File: src/rtl/pot_pkg.sv
// Package: shared sizing for the paddle line counter.
// Assumes two ports with an X and a Y pin each, and one 16-bit word per port.
package pot_pkg;
    localparam int POT_CNT_W       = 8;
    localparam int POT_PORTS       = 2;
    localparam int POT_PINS_PER    = 2;
    localparam int POT_PINS        = POT_PORTS * POT_PINS_PER;
    localparam int POT_CTL_W       = 16;
    localparam int POT_CFG_LSB     = 8;
    localparam int POT_START_BIT   = 0;
endpackage

File: src/rtl/pot_cfg_reg.sv
// Module: pot_cfg_reg
// Holds the pin drive configuration taken from control writes, and gives a
// per-pin "driven high" mask plus a start pulse.
// Assumes each pin owns two adjacent bits from CFG_LSB upward: data bit low,
// output-enable bit high. The mask reflects the registered value, so a new
// configuration takes effect on the cycle after the write.
module pot_cfg_reg #(
    parameter int NPINS     = 4,
    parameter int CTL_W     = 16,
    parameter int CFG_LSB   = 8,
    parameter int START_BIT = 0
) (
    input  logic             clk,
    input  logic             rst_n,
    input  logic             wr,
    input  logic [CTL_W-1:0] wdata,
    output logic             start,
    output logic [NPINS-1:0] drive_hi
);
    localparam int CFG_W = 2 * NPINS;

    logic [CFG_W-1:0] cfg_q;

    // A start is any write carrying the start bit.
    assign start = wr & wdata[START_BIT];

    // Capture the pin configuration bits on every write.
    always_ff @(posedge clk) begin
        if (!rst_n)  cfg_q <= '0;
        else if (wr) cfg_q <= wdata[CFG_LSB +: CFG_W];
    end

    // A pin is driven high when its data and output-enable bits are both set.
    for (genvar k = 0; k < NPINS; k++) begin : g_mask
        assign drive_hi[k] = cfg_q[2*k] & cfg_q[2*k+1];
    end
endmodule

File: src/rtl/pot_scan_ctrl.sv
// Module: pot_scan_ctrl
// Keeps the scan-running flag and turns line strobes into counter steps.
// Assumes start outranks a strobe in the same cycle, and that a strobe on which
// no pin can count ends the scan.
module pot_scan_ctrl #(
    parameter int NPINS = 4
) (
    input  logic             clk,
    input  logic             rst_n,
    input  logic             start,
    input  logic             hsync,
    input  logic [NPINS-1:0] drive_hi,
    output logic             running,
    output logic             step
);
    logic none_free;

    // A step happens only on a strobe in a running scan with no start pending.
    assign step      = hsync & running & ~start;
    assign none_free = &drive_hi;

    // Running is set by start and cleared when a step finds every pin frozen.
    always_ff @(posedge clk) begin
        if (!rst_n)                 running <= 1'b0;
        else if (start)             running <= 1'b1;
        else if (step && none_free) running <= 1'b0;
    end


    start_sets_run_chk: assert property (@(posedge clk) disable iff (!rst_n)
        start |=> running);

    all_frozen_stop_chk: assert property (@(posedge clk) disable iff (!rst_n)
        (hsync && running && !start && (&drive_hi)) |=> !running);

    idle_stays_idle_chk: assert property (@(posedge clk) disable iff (!rst_n)
        (!running && !start) |=> !running);
endmodule

File: src/rtl/pot_line_ctr.sv
// Module: pot_line_ctr
// One wrapping charge-time counter for one pin.
// Assumes clear outranks step, and that a frozen pin ignores steps.
module pot_line_ctr #(
    parameter int CNT_W = 8
) (
    input  logic             clk,
    input  logic             rst_n,
    input  logic             clear,
    input  logic             step,
    input  logic             frozen,
    output logic [CNT_W-1:0] count
);
    // Clear on start, else add one per step unless frozen; wraps naturally.
    always_ff @(posedge clk) begin
        if (!rst_n)               count <= '0;
        else if (clear)           count <= '0;
        else if (step && !frozen) count <= count + CNT_W'(1);
    end


    clear_zero_chk: assert property (@(posedge clk) disable iff (!rst_n)
        clear |=> (count == '0));

    step_incr_chk: assert property (@(posedge clk) disable iff (!rst_n)
        (step && !frozen && !clear) |=> (count == $past(count) + CNT_W'(1)));

    frozen_hold_chk: assert property (@(posedge clk) disable iff (!rst_n)
        (frozen && !clear) |=> $stable(count));
endmodule

File: src/rtl/paddle_line_counter.sv
// Module: paddle_line_counter (top)
// Four scanline-unit charge counters for the paddle pins, read as one 16-bit
// word per port. Assumes hsync_tick is a single-cycle pulse per line.
module paddle_line_counter #(
    parameter int CNT_W     = pot_pkg::POT_CNT_W,
    parameter int PORTS     = pot_pkg::POT_PORTS,
    parameter int CTL_W     = pot_pkg::POT_CTL_W,
    parameter int CFG_LSB   = pot_pkg::POT_CFG_LSB,
    parameter int START_BIT = pot_pkg::POT_START_BIT
) (
    input  logic               clk,
    input  logic               rst_n,
    input  logic               ctl_wr,
    input  logic [CTL_W-1:0]   ctl_wdata,
    input  logic               hsync_tick,
    output logic [2*CNT_W-1:0] port0_word,
    output logic [2*CNT_W-1:0] port1_word,
    output logic               scan_active
);
    localparam int NPINS  = PORTS * pot_pkg::POT_PINS_PER;
    localparam int WORD_W = 2 * CNT_W;

    logic                 start;
    logic                 step;
    logic [NPINS-1:0]     drive_hi;
    logic [CNT_W-1:0]     cnt [NPINS];
    logic [WORD_W-1:0]    words [PORTS];

    pot_cfg_reg #(.NPINS(NPINS), .CTL_W(CTL_W), .CFG_LSB(CFG_LSB),
                  .START_BIT(START_BIT)) u_cfg (
        .clk(clk), .rst_n(rst_n), .wr(ctl_wr), .wdata(ctl_wdata),
        .start(start), .drive_hi(drive_hi));

    pot_scan_ctrl #(.NPINS(NPINS)) u_scan (
        .clk(clk), .rst_n(rst_n), .start(start), .hsync(hsync_tick),
        .drive_hi(drive_hi), .running(scan_active), .step(step));

    // One counter per pin, each gated by its own freeze bit.
    for (genvar k = 0; k < NPINS; k++) begin : g_ctr
        pot_line_ctr #(.CNT_W(CNT_W)) u_ctr (
            .clk(clk), .rst_n(rst_n), .clear(start), .step(step),
            .frozen(drive_hi[k]), .count(cnt[k]));
    end

    // Pack each port word: Y pin high byte, X pin low byte.
    for (genvar p = 0; p < PORTS; p++) begin : g_word
        assign words[p] = {cnt[2*p+1], cnt[2*p]};
    end

    assign port0_word = words[0];
    assign port1_word = words[1];

    // Bits between start and the configuration field carry no meaning.
    logic unused_ctl;
    assign unused_ctl = ^ctl_wdata;


    idle_hold_chk: assert property (@(posedge clk) disable iff (!rst_n)
        (!scan_active && !(ctl_wr && ctl_wdata[START_BIT]))
            |=> ($stable(port0_word) && $stable(port1_word)));

    start_wins_chk: assert property (@(posedge clk) disable iff (!rst_n)
        (ctl_wr && ctl_wdata[START_BIT] && hsync_tick)
            |=> (port0_word == '0 && port1_word == '0));
endmodule

File: config.mk
export PLATFORM = sky130hd
export DESIGN_NAME = paddle_line_counter
export DESIGN_NICKNAME = d
export VERILOG_FILES = /design/src/rtl/pot_pkg.sv /design/src/rtl/pot_cfg_reg.sv /design/src/rtl/pot_scan_ctrl.sv /design/src/rtl/pot_line_ctr.sv /design/src/rtl/paddle_line_counter.sv
export SDC_FILE = /design/constraint.sdc
export NUM_CORES = 1
export LEC_CHECK = 0
export BUFFER_PORTS_ARGS = -buffer_cell sky130_fd_sc_hd__clkbuf_2
export CORE_ASPECT_RATIO = 1.5
export CORE_MARGIN = 1.5
export CORE_UTILIZATION = 45
export DETAILED_ROUTE_END_ITERATION = 7
export PLACE_DENSITY = 0.79
export SKIP_CTS_REPAIR_TIMING = 1
export SYNTH_ARGS = -nofsm -noshare
export SYNTH_HDL_FRONTEND = slang
export SYNTH_SLANG_ARGS = --single-unit
File: constraint.sdc
create_clock -name clk -period 2.12 [get_ports clk]
set_clock_uncertainty 0.2 [all_clocks]
set_input_delay 0.212 -clock clk [delete_from_list [all_inputs] [get_ports clk]]
set_output_delay 0.212 -clock clk [all_outputs]
set_load 0.005 [all_outputs]
==> impl_metrics.csv <==
group,metric,value,unit
sta,rsz0062_at_grt,"false",
worst_setup_path,cpPeakStageDelay,0.62,ns
synth,yosys_warnings,0,
placement,io_buffers,45,
pwr,powerDensity,611.0,nW/um2
sta,tightest_slew,0.3822,ns
floorplanning,num_rows,28,
worst_setup_path,cp.arrival,2.04,ns
clock_tree,clock_path_buffers,2,
placement,dpl.hpwl,2779,um
clock_tree,cts_buffers,5,
synth,ys_seq_area_share,44.38,%
sta,whs,-0.02221,ns
floorplanning,dieWidth,55.34,um
worst_setup_path,timing.rr.end,"g_ctr[0].u_ctr.count[7]",
cells_and_area,fin_nets,283,
placement,pre_cts_slack,0.07653,ns
clock_tree,cts.sinks,41,
sta,setup_slack,0.1167,ns
sta,timing.fmax,0.4992,GHz
global_route,grt_pass1_vias,1489,
worst_setup_path,cp_top_family,"simple AND/OR/NAND/NOR gates",
placement,place_area,2145,um2
sta,maxSlewViolCount,0,
synth,synthCells,205,
worst_setup_path,start_kind,"register",
sta,slew_headroom,74.33,%
floorplanning,ios,53,
route,vias,1642,
global_route,overflow,0,
placement,placed_cells,295,
synth,yosysUniqueCellTypes,28,
cells_and_area,utilization,56.70,%
worst_setup_path,crit_path_end,"g_ctr[0].u_ctr.count[7]",
cells_and_area,synthToLayoutAreaGrowth,21.38,%
sta,finalSetupTns,0,ns
global_route,grt_pass1_wl,6458,um
min_path,hp-class,"primary input to register",
route,wl_per_cell,12.20,um
worst_setup_path,path_buf_inv,0,
sta,post-route-min-period,2.003,ns
floorplanning,core,3959,um2
floorplanning,die-area,4511,um2
worst_setup_path,r2r_cells,4,
route,via_per_inst,5.384,
clock_tree,cts_tree,"built",
route,drc,0,
cells_and_area,layout-drive-gt1-share,24.23,%
sta,finalHoldViolCount,6,
cells_and_area,layout.cells.non_filler,305,
synth,ys_ff_latch,41,
worst_setup_path,crit_fanout,8,
worst_setup_path,crit_slowest_cell,"or4_1",
job,cap_violations,0,
pwr,leakagePower,0.8676,nW
worst_setup_path,crit_top_cell,"or4_1",
outcome,violations,"negative hold slack",
sta,fin_crit_sh,94.50,%
clock_tree,path_clk_slew,0.07,ns
route,totalWireLength,3722,um
worst_setup_path,cp_num_cells,4,
worst_setup_path,path_class,"register to register",
route,antenna_left,0,
worst_setup_path,cp_cell_sequence,"and2_1 > or4_1 > or4_1 > a21oi_1",
worst_setup_path,critPathLaunch,"u_cfg.cfg_q[1]",
clock_tree,htree_levels,2,
clock_tree,clk_latency,0.29,ns
pwr,finalPower,1.372,mW
worst_setup_path,cp-end-kind,"register",
worst_setup_path,r2r_setup_slack,0.12,ns
worst_setup_path,crit_required,2.15,ns
route,drt_pass1_iterations,4,
synth,synth_area,1849,um2
clock_tree,cts-root-buf,"clkbuf_8",
route,drt_iter0_markers,37,
global_route,grt_usage,17.94,%
cells_and_area,nFillCells,376,
worst_setup_path,rr_startpoint,"u_cfg.cfg_q[1]",
synth,syn_area_per_cell,9.021,um2
floorplanning,start_util,46.71,%
sta,setup-violations-final,0,
cells_and_area,final_area,2245,um2
floorplanning,dieHeight,81.51,um
placement,place.gp.congestion,0.7698,
synth,synth_fp_nets,229,
cells_and_area,diodes,0,
outcome,outcome,"finished with violations",
global_route,grt_antenna_before_repair,0,
pwr,irDropWorstVdd,544.7,uV
global_route,grt_max_degree,22,
cell families after synthesis:
group	share of synthesized area, %
flops	44.38
xor+xnor	8.526
buf+inv	3.112
simple gates	27.33
mux	6.496
compound gates	7.442
fa+ha+maj	2.706
layout make-up:
type / instances / area, um2 / share of cell area, %
flip-flops and latches: 41 / 820.8 / 36.57
clock buffers: 8 / 80.08 / 3.567
multi-input cells: 153 / 970.9 / 43.26
inverters: 3 / 11.26 / 0.5017
repair buffers: 55 / 305.3 / 13.60
well taps: 45 / 56.30 / 2.508
flip-flops by register name, summed over array words and instances (netlist names):
register and cells:
g_ctr.u_ctr.count 32, u_cfg.cfg_q 8, u_scan.running 1
power by group:
part / switching (mW) / leakage [nW] / internal, mW
registers: 0.0126 / 0.332 / 0.783
clock network: 0.252 / 0.0395 / 0.234
logic: 0.0474 / 0.496 / 0.0429
worst min-delay path by stage:
stage / from / to / slack, ns / depth (start not counted)
after detailed placement: ctl_wdata[8] / u_cfg.cfg_q[0] / 0.28 / 3
after floorplan: rst_n / u_scan.running / 0.14 / 1
final: ctl_wdata[8] / u_cfg.cfg_q[0] / -0.02 / 3
after global routing: ctl_wdata[8] / u_cfg.cfg_q[0] / 0.003 / 3
after CTS: ctl_wdata[8] / u_cfg.cfg_q[0] / -0.03 / 3
after global placement: g_ctr[0].u_ctr.count[7] / g_ctr[0].u_ctr.count[7] / 0.26 / 2
synthesized netlist by cell type:
library cell / instances / area [um2]
dfxtp_1: 41 / 820.8
nor2_1: 22 / 82.58
xnor2_1: 15 / 131.4
nand2_1: 14 / 52.55
mux2i_1: 12 / 120.1
a21oi_1: 11 / 55.05
nand4_1: 10 / 62.56
nor4_1: 10 / 62.56
nor2b_1: 9 / 56.30
o21ai_0: 9 / 45.04
or3_1: 9 / 56.30
nand3_1: 5 / 25.02
or4_1: 5 / 37.54
ha_1: 4 / 50.05
a21bo_2: 3 / 30.03
and2_1: 3 / 18.77
clkbuf_1: 3 / 11.26
inv_1: 3 / 11.26
nor3_1: 3 / 15.01
xor2_1: 3 / 26.28
and3_1: 2 / 12.51
buf_1: 2 / 7.510
buf_6: 2 / 22.52
and2_4: 1 / 8.760
and4_1: 1 / 8.760
buf_2: 1 / 5.000
o31ai_1: 1 / 7.510
or2_2: 1 / 6.260
worst register-to-register path: stages, from the launching register on:
cell,delay (ns)
dfxtp_1,0.31
and2_1,0.17
or4_1,0.62
or4_1,0.50
a21oi_1,0.14
layout by cell type (no fill, tap or decap), types with 4 or more instances in the layout:
master,count
clkbuf_2,45
dfxtp_1,41
nor2_1,22
xnor2_1,15
nand2_1,14
mux2i_1,12
a21oi_1,11
nor4_1,10
nand4_1,10
o21ai_0,9
or3_1,9
nor2b_1,9
buf_4,8
or4_1,5
nand3_1,5
clkbuf_8,5
ha_1,4
layer usage:
metal | GRT usage [%] | vias to the layer above | wire [um]
li1 | - | 837 | -
met1 | 21.46 | 757 | 1619
met2 | 29.17 | 40 | 1816
met3 | 5.197 | 8 | 181
met4 | 9.512 | 0 | 104
met5 | 0 | - | 0
(Power assumes the default switching activity.)
